File: src/rtl/mmap_pkg.sv
package mmap_pkg;

    localparam int DATA_W = 8;
    localparam int ADDR_W = 16;
    localparam int OFF_W  = 15;
    localparam int NT     = 12;

    // Target index equals its bit position in the one-hot select.
    typedef enum logic [3:0] {
        T_ROM0  = 4'd0,
        T_ROMX  = 4'd1,
        T_VRAM  = 4'd2,
        T_CRAM  = 4'd3,
        T_CLKR  = 4'd4,
        T_WRAM0 = 4'd5,
        T_WRAMX = 4'd6,
        T_OAM   = 4'd7,
        T_SND   = 4'd8,
        T_HRAM  = 4'd9,
        T_IOREG = 4'd10,
        T_CTRL  = 4'd11,
        T_NONE  = 4'd15
    } tgt_e;

    typedef struct packed {
        tgt_e              tgt;
        logic [OFF_W-1:0]  off;
        logic              hole;
        logic [DATA_W-1:0] dflt;
    } dec_t;

    // Mirror region folds onto work RAM by dropping address bit 13.
    function automatic logic [ADDR_W-1:0] fold_echo(input logic [ADDR_W-1:0] a);
        if (a[15:13] == 3'b111 && a[15:9] != 7'h7F)
            return a & 16'hDFFF;
        return a;
    endfunction

    function automatic logic [2:0] wram_bank(input logic [2:0] f);
        return (f == 3'd0) ? 3'd1 : f;
    endfunction

endpackage

File: src/rtl/mmap_region_decode.sv
module mmap_region_decode
    import mmap_pkg::*;
(
    input  logic [ADDR_W-1:0] cpu_addr,
    input  logic              cpu_rd,
    input  logic              cpu_wr,
    input  logic              cram_en,
    input  logic [3:0]        clk_sel,
    input  logic              alt_ctrl,
    output dec_t              dec
);

    logic [ADDR_W-1:0] ea;

    always_comb begin
        ea  = fold_echo(cpu_addr);
        dec = '{tgt: T_NONE, off: '0, hole: 1'b0, dflt: 8'hFF};
        if (cpu_rd | cpu_wr) begin
            if (!ea[15]) begin
                if (cpu_wr) begin
                    dec.tgt = T_CTRL;
                    dec.off = ea[14:0];
                end else begin
                    dec.tgt = ea[14] ? T_ROMX : T_ROM0;
                    dec.off = {1'b0, ea[13:0]};
                end
            end else begin
                unique case (ea[14:13])
                    2'b00: begin
                        dec.tgt = T_VRAM;
                        dec.off = {2'b0, ea[12:0]};
                    end
                    2'b01: begin
                        if (!cram_en) begin
                            dec.hole = 1'b1;
                            dec.dflt = alt_ctrl ? 8'h01 : 8'hFF;
                        end else if (clk_sel[3]) begin
                            dec.tgt = T_CLKR;
                            dec.off = {12'b0, clk_sel[2:0]};
                        end else begin
                            dec.tgt = T_CRAM;
                            dec.off = {2'b0, ea[12:0]};
                        end
                    end
                    2'b10: begin
                        dec.tgt = ea[12] ? T_WRAMX : T_WRAM0;
                        dec.off = {3'b0, ea[11:0]};
                    end
                    default: begin
                        if (!ea[8]) begin
                            if (ea[7:0] < 8'hA0) begin
                                dec.tgt = T_OAM;
                                dec.off = {7'b0, ea[7:0]};
                            end else begin
                                dec.hole = 1'b1;
                            end
                        end else if (ea[7:0] >= 8'h10 && ea[7:0] <= 8'h3F) begin
                            dec.tgt = T_SND;
                            dec.off = {7'b0, ea[7:0]};
                        end else if (ea[7] && ea[7:0] != 8'hFF) begin
                            dec.tgt = T_HRAM;
                            dec.off = {8'b0, ea[6:0]};
                        end else begin
                            dec.tgt = T_IOREG;
                            dec.off = {7'b0, ea[7:0]};
                        end
                    end
                endcase
            end
        end
    end

endmodule

File: src/rtl/mmap_bank_resolve.sv
module mmap_bank_resolve
    import mmap_pkg::*;
#(
    parameter int ROMB_W  = 9,
    parameter int CRAMB_W = 4,
    parameter int BANK_W  = 9
) (
    input  tgt_e               tgt,
    input  logic [ROMB_W-1:0]  rom_bank,
    input  logic               vram_bank,
    input  logic [CRAMB_W-1:0] cram_bank,
    input  logic [2:0]         wram_sel,
    output logic [BANK_W-1:0]  bank
);

    always_comb begin
        unique case (tgt)
            T_ROMX:  bank = BANK_W'(rom_bank);
            T_VRAM:  bank = BANK_W'(vram_bank);
            T_CRAM:  bank = BANK_W'(cram_bank);
            T_WRAMX: bank = BANK_W'(wram_bank(wram_sel));
            default: bank = '0;
        endcase
    end

endmodule

File: src/rtl/mmap_rdata_reg.sv
module mmap_rdata_reg
    import mmap_pkg::*;
(
    input  logic                     clk,
    input  logic                     rst,
    input  logic                     rd_go,
    input  logic [NT-1:0]            sel,
    input  logic                     hole,
    input  logic [DATA_W-1:0]        dflt,
    input  logic [NT-1:0][DATA_W-1:0] lanes,
    output logic [DATA_W-1:0]        rdata,
    output logic                     rvalid
);

    logic [NT-1:0][DATA_W-1:0] term;
    logic [DATA_W-1:0]         pick;

    for (genvar i = 0; i < NT; i++) begin : g_lane
        assign term[i] = {DATA_W{sel[i]}} & lanes[i];
    end

    always_comb begin
        pick = '0;
        for (int i = 0; i < NT; i++)
            pick = pick | term[i];
    end

    always_ff @(posedge clk) begin
        if (rst) begin
            rvalid <= 1'b0;
            rdata  <= 8'hFF;
        end else begin
            rvalid <= rd_go;
            if (rd_go)
                rdata <= hole ? dflt : pick;
        end
    end

endmodule

File: src/rtl/mmap_router.sv
module mmap_router
    import mmap_pkg::*;
#(
    parameter int ROMB_W  = 9,
    parameter int CRAMB_W = 4,
    localparam int BANK_W = (ROMB_W > CRAMB_W) ? ((ROMB_W > 3) ? ROMB_W : 3)
                                               : ((CRAMB_W > 3) ? CRAMB_W : 3)
) (
    input  logic                      clk,
    input  logic                      rst,
    input  logic [15:0]               cpu_addr,
    input  logic                      cpu_rd,
    input  logic                      cpu_wr,
    input  logic [7:0]                cpu_wdata,
    input  logic [ROMB_W-1:0]         rom_bank,
    input  logic                      vram_bank,
    input  logic [CRAMB_W-1:0]        cram_bank,
    input  logic [2:0]                wram_sel,
    input  logic                      cram_en,
    input  logic [3:0]                clk_sel,
    input  logic                      alt_ctrl,
    input  logic [11:0][7:0]          tgt_rdata,
    output logic [11:0]               tgt_sel,
    output logic [14:0]               tgt_off,
    output logic [BANK_W-1:0]         tgt_bank,
    output logic                      tgt_we,
    output logic [7:0]                tgt_wdata,
    output logic [7:0]                cpu_rdata,
    output logic                      cpu_rvalid
);

    dec_t dec;
    logic rd_go;

    mmap_region_decode u_dec (
        .cpu_addr (cpu_addr),
        .cpu_rd   (cpu_rd),
        .cpu_wr   (cpu_wr),
        .cram_en  (cram_en),
        .clk_sel  (clk_sel),
        .alt_ctrl (alt_ctrl),
        .dec      (dec)
    );

    mmap_bank_resolve #(
        .ROMB_W  (ROMB_W),
        .CRAMB_W (CRAMB_W),
        .BANK_W  (BANK_W)
    ) u_bank (
        .tgt       (dec.tgt),
        .rom_bank  (rom_bank),
        .vram_bank (vram_bank),
        .cram_bank (cram_bank),
        .wram_sel  (wram_sel),
        .bank      (tgt_bank)
    );

    for (genvar i = 0; i < NT; i++) begin : g_sel
        assign tgt_sel[i] = (4'(dec.tgt) == 4'(i));
    end

    assign tgt_off   = dec.off;
    assign tgt_we    = cpu_wr & (|tgt_sel);
    assign tgt_wdata = cpu_wdata;
    assign rd_go     = cpu_rd & ~cpu_wr;

    mmap_rdata_reg u_rdq (
        .clk    (clk),
        .rst    (rst),
        .rd_go  (rd_go),
        .sel    (tgt_sel),
        .hole   (dec.hole),
        .dflt   (dec.dflt),
        .lanes  (tgt_rdata),
        .rdata  (cpu_rdata),
        .rvalid (cpu_rvalid)
    );

endmodule

File: config.mk
export PLATFORM = sky130hd
export DESIGN_NAME = mmap_router
export DESIGN_NICKNAME = d
export VERILOG_FILES = /design/src/rtl/mmap_pkg.sv /design/src/rtl/mmap_region_decode.sv /design/src/rtl/mmap_bank_resolve.sv /design/src/rtl/mmap_rdata_reg.sv /design/src/rtl/mmap_router.sv
export SDC_FILE = /design/constraint.sdc
export NUM_CORES = 1
export LEC_CHECK = 0
export ABC_AREA = 1
export BUFFER_PORTS_ARGS = -buffer_cell sky130_fd_sc_hd__clkbuf_2
export CORE_ASPECT_RATIO = 0.8
export CORE_UTILIZATION = 35
export DETAILED_ROUTE_END_ITERATION = 8
export GPL_ROUTABILITY_DRIVEN = 1
export PLACE_DENSITY = 0.8
export SLEW_MARGIN = 10
export SYNTH_ARGS = -nofsm -noshare
export SYNTH_HDL_FRONTEND = slang
export SYNTH_HIERARCHICAL = 1
export SYNTH_SLANG_ARGS = --single-unit
File: constraint.sdc
create_clock -name clk -period 2.5 [get_ports clk]
set_clock_uncertainty 0.1 [all_clocks]
set_input_delay 0.625 -clock clk [delete_from_list [all_inputs] [get_ports clk]]
set_output_delay 0.625 -clock clk [all_outputs]
set_load 0.03 [all_outputs]
==> Implementation_results.wiki <==
{| class="wikitable"
! Metric !! Value
|-
| Result of the run || finished with violations
|-
| Violations in the final reports || setup timing
|-
| Initial Utilization || between 30% and 40%
|-
| Number of design-rule violations left by the first detailed-router iteration || 184
|-
| Area of the multi-input gates || 2030 um2
|-
| Arrival time of data at the critical path endpoint || 2250 ps
|-
| Class of the tightest hold or removal check || reg -> reg
|-
| Via count of the first global-routing pass || around 3400
|-
| H-Tree Depth || 1
|-
| Most common library cell in the layout ignoring fill and taps || nand2_1
|-
| Utilization of the core after routing || 72.5%
|-
| Avg Cell Area, Syn || approximately 4.8 um2
|-
| Critical Setup Path Class || in -> out
|-
| Slowest stage delay, CP || 250 ps
|-
| Placed wire-length estimate || 7.29 mm
|-
| Ranking of synthesized cells by area || nand2_1, nor2_1, dfxtp_1
|-
| Count of final hold-check violations || 0
|-
| Count of warnings emitted by yosys || 6
|-
| Most frequent cells in the layout || nand2_1, clkbuf_2, buf_4
|-
| Cell type of the slowest stage on the worst timing path || or2_4
|-
| Kind of end point of the critical path || output port
|-
| Buffers from clock root to sink, at most || 2
|-
| Leakage component of the power || approximately 2.5 nW
|-
| Number of core rows || 25
|-
| Max-slew violation count || 0
|-
| Final count of negative-setup-slack endpoints || 43
|-
| Power per Cell Area || 282 nW/um2
|-
| Relative area change from synthesis to final layout || 98.2%
|-
| Clock Root Buffer || clkbuf_8
|-
| Final worst path period share || 119%
|-
| Final Non-Filler Cells || 757
|-
| Total DRC errors in the routed layout || 0
|-
| RSZ-0062 raised after global routing || yes
|-
| Drt via density || 4.90
|-
| Cell type group with the largest total delay on the critical path || simple AND/OR/NAND/NOR gates
|-
| Synthesized netlist net count || 602
|-
| Tmin final || slightly below 3000 ps
|-
| Count of antenna-violating nets left after detailed routing || 0
|-
| Critical path data required time || ~1800 ps
|-
| Instance count after placement with tap cells included || 735
|-
| Tot Pwr || 1.22 mW
|-
| Number of fill cells in the layout || 463
|-
| Yosys cell types || 31
|-
| Clock-pin slew on the worst setup and hold paths || 40 ps
|-
| Critical path cell sequence || clkbuf_8 -> nand2_4 -> inv_2 -> nand2_2 -> nand2_4 -> or2_4 -> o21ai_4 -> o21ai_4 -> nand2_4 -> buf_4 -> buf_6 -> inv_2 -> nand2_4 -> nor2_4 -> clkbuf_8
|-
| Area of the die || 6570 um2
|-
| Final worst slack || -477 ps
|-
| Chip height || ~73 um
|-
| Drt wl/cell || roughly 14 um
|-
| Ant diodes || 0
|-
| Post-synthesis instance area || 2190 um2
|-
| Maximum vdd ir drop || 0.000155 V
|-
| Number of instances in the synthesized netlist || approximately 460
|-
| CTS tree || built
|-
| Hold-fix buffers, CTS || 0
|-
| Worst hold slack across all endpoints || 370 ps
|-
| Share of the synthesized area in the top cell type || 36.4%
|-
| Area used by sequential logic in the layout || 180 um2
|-
| Number of nets at the end of the flow || between 800 and 900
|-
| Total CTS buffers || 3
|-
| Post-synthesis register bit count || 9
|-
| Global-route wire length before repair || 15.1 mm
|-
| Pin count of the biggest net entering global routing || 18
|-
| Core Box Area || 5970 um2
|-
| Detailed-router iteration count before antenna repair || 6
|-
| Largest area contributor in the netlist || nand2_1
|-
| Achievable clock frequency || approximately 340 MHz
|-
| Antenna violations before repair || 0
|-
| Vias post-DR || between 3000 and 4000
|-
| Clock sinks || 9
|-
| Maximum fanout along the worst path || 4
|-
| Final wirelength || between 10 and 15 mm
|-
| Most numerous cell on the critical path || nand2_4
|-
| Die width || 90.4 um
|-
| Fraction of the yosys area taken by sequential cells || 8.24%
|-
| Overall Global Routing Usage || 28.8%
|-
| Overflow after GRT || 0
|-
| Worst skew pair latency || 240 ps
|-
| Maximum capacitance violations || 0
|-
| Startpoint type of the worst setup path || primary input
|-
| Count of pins on the block boundary || 201
|-
| Layout cell share with drive strength beyond 1 || 52.8%
|-
| Placer congestion estimate || 0.945
|-
| Port Buffer Count || approximately 180
|-
| Buffer and inverter count on the worst path || 6
|-
| R2R setup slack || 1780 ps
|}
==> stage by stage <==
| stage | cell area (um2) | TNS, ps | setup slack [ps] |
|---|---|---|---|
| after floorplan | 2440 | -4020 | -249 |
| after global routing | 4330 | -16790 | -560 |
| final | 4330 | -13050 | -477 |
| after CTS | 4100 | -8960 | -392 |
| after global placement | 3600 | -13310 | -501 |
| after detailed placement | 3600 | -14050 | -521 |
==> tightest hold or removal path: cells and delay by family, from the launching register on <==
kind	cells	cell delay, ps
and+or+nand+nor	1	60
DFF	1	320
AOI/OAI and AO/OA	1	70
==> path summary, 6_finish.rpt <==
kind                                     from                           to  cells after the start
setup reg to reg  u_rdq/rdata[5]$_SDFFE_PP1P_  u_rdq/rdata[5]$_SDFFE_PP1P_                      2
setup / recovery                 cpu_addr[14]                  tgt_sel[11]                     15
hold reg to reg   u_rdq/rdata[0]$_SDFFE_PP1P_  u_rdq/rdata[0]$_SDFFE_PP1P_                      2
hold / removal    u_rdq/rdata[0]$_SDFFE_PP1P_  u_rdq/rdata[0]$_SDFFE_PP1P_                      2
==> registers in the layout, indices dropped and copies added (netlist names) <==
name	flops
u_rdq/rdata	8
u_rdq/rvalid	1
==> power by group <==
group          total (mW)  switching [mW]  internal, mW
sequential          0.162         0.00630         0.156
combinational       0.886           0.499         0.387
clock               0.172          0.0607         0.111
total                1.22           0.566         0.654
==> layout make-up <==
class,count,share of cell area [%]
Timing Repair Buffer,249,41.1
Multi-Input combinational cell,367,46.9
Sequential cell,9,4.16
Tap cell,81,2.34
Clock buffer,4,1.04
Inverter,47,4.45
==> layer usage <==
layer  track usage, %  share of wire, %  vias up
li1                 -                 -     1820
met1             32.3                38     1642
met2             56.0                52      208
met3             3.23               6.7       38
met4             11.8               4.0        0
met5                0                 0        -
==> synth_stat cells, drive strengths merged <==
cell type,number
dfxtp,9
nand2,225
conb,1
or2,1
a31oi,1
inv,46
o21ai,7
o21bai,1
o31ai,1
buf,31
clkinv,1
nand3,19
nand4,10
clkbuf,1
o21a,1
nor3,11
a21boi,1
nor2,70
a21oi,18
==> timing repair <==
action | 4_1_cts | 5_1_grt
endpoints found under the setup margin | 36 | 43
resized for setup | 96 | 64
setup buffers | 11 | 7
pin swaps | 26 | 21
==> cell families after synthesis <==
| group | share of synthesized area, % |
|---|---|
| buf+inv | 19.1 |
| flops | 8.24 |
| other cells | 0.172 |
| simple gates | 64.2 |
| compound gates | 8.24 |
Note: power is estimated with default switching activity, not from simulation.
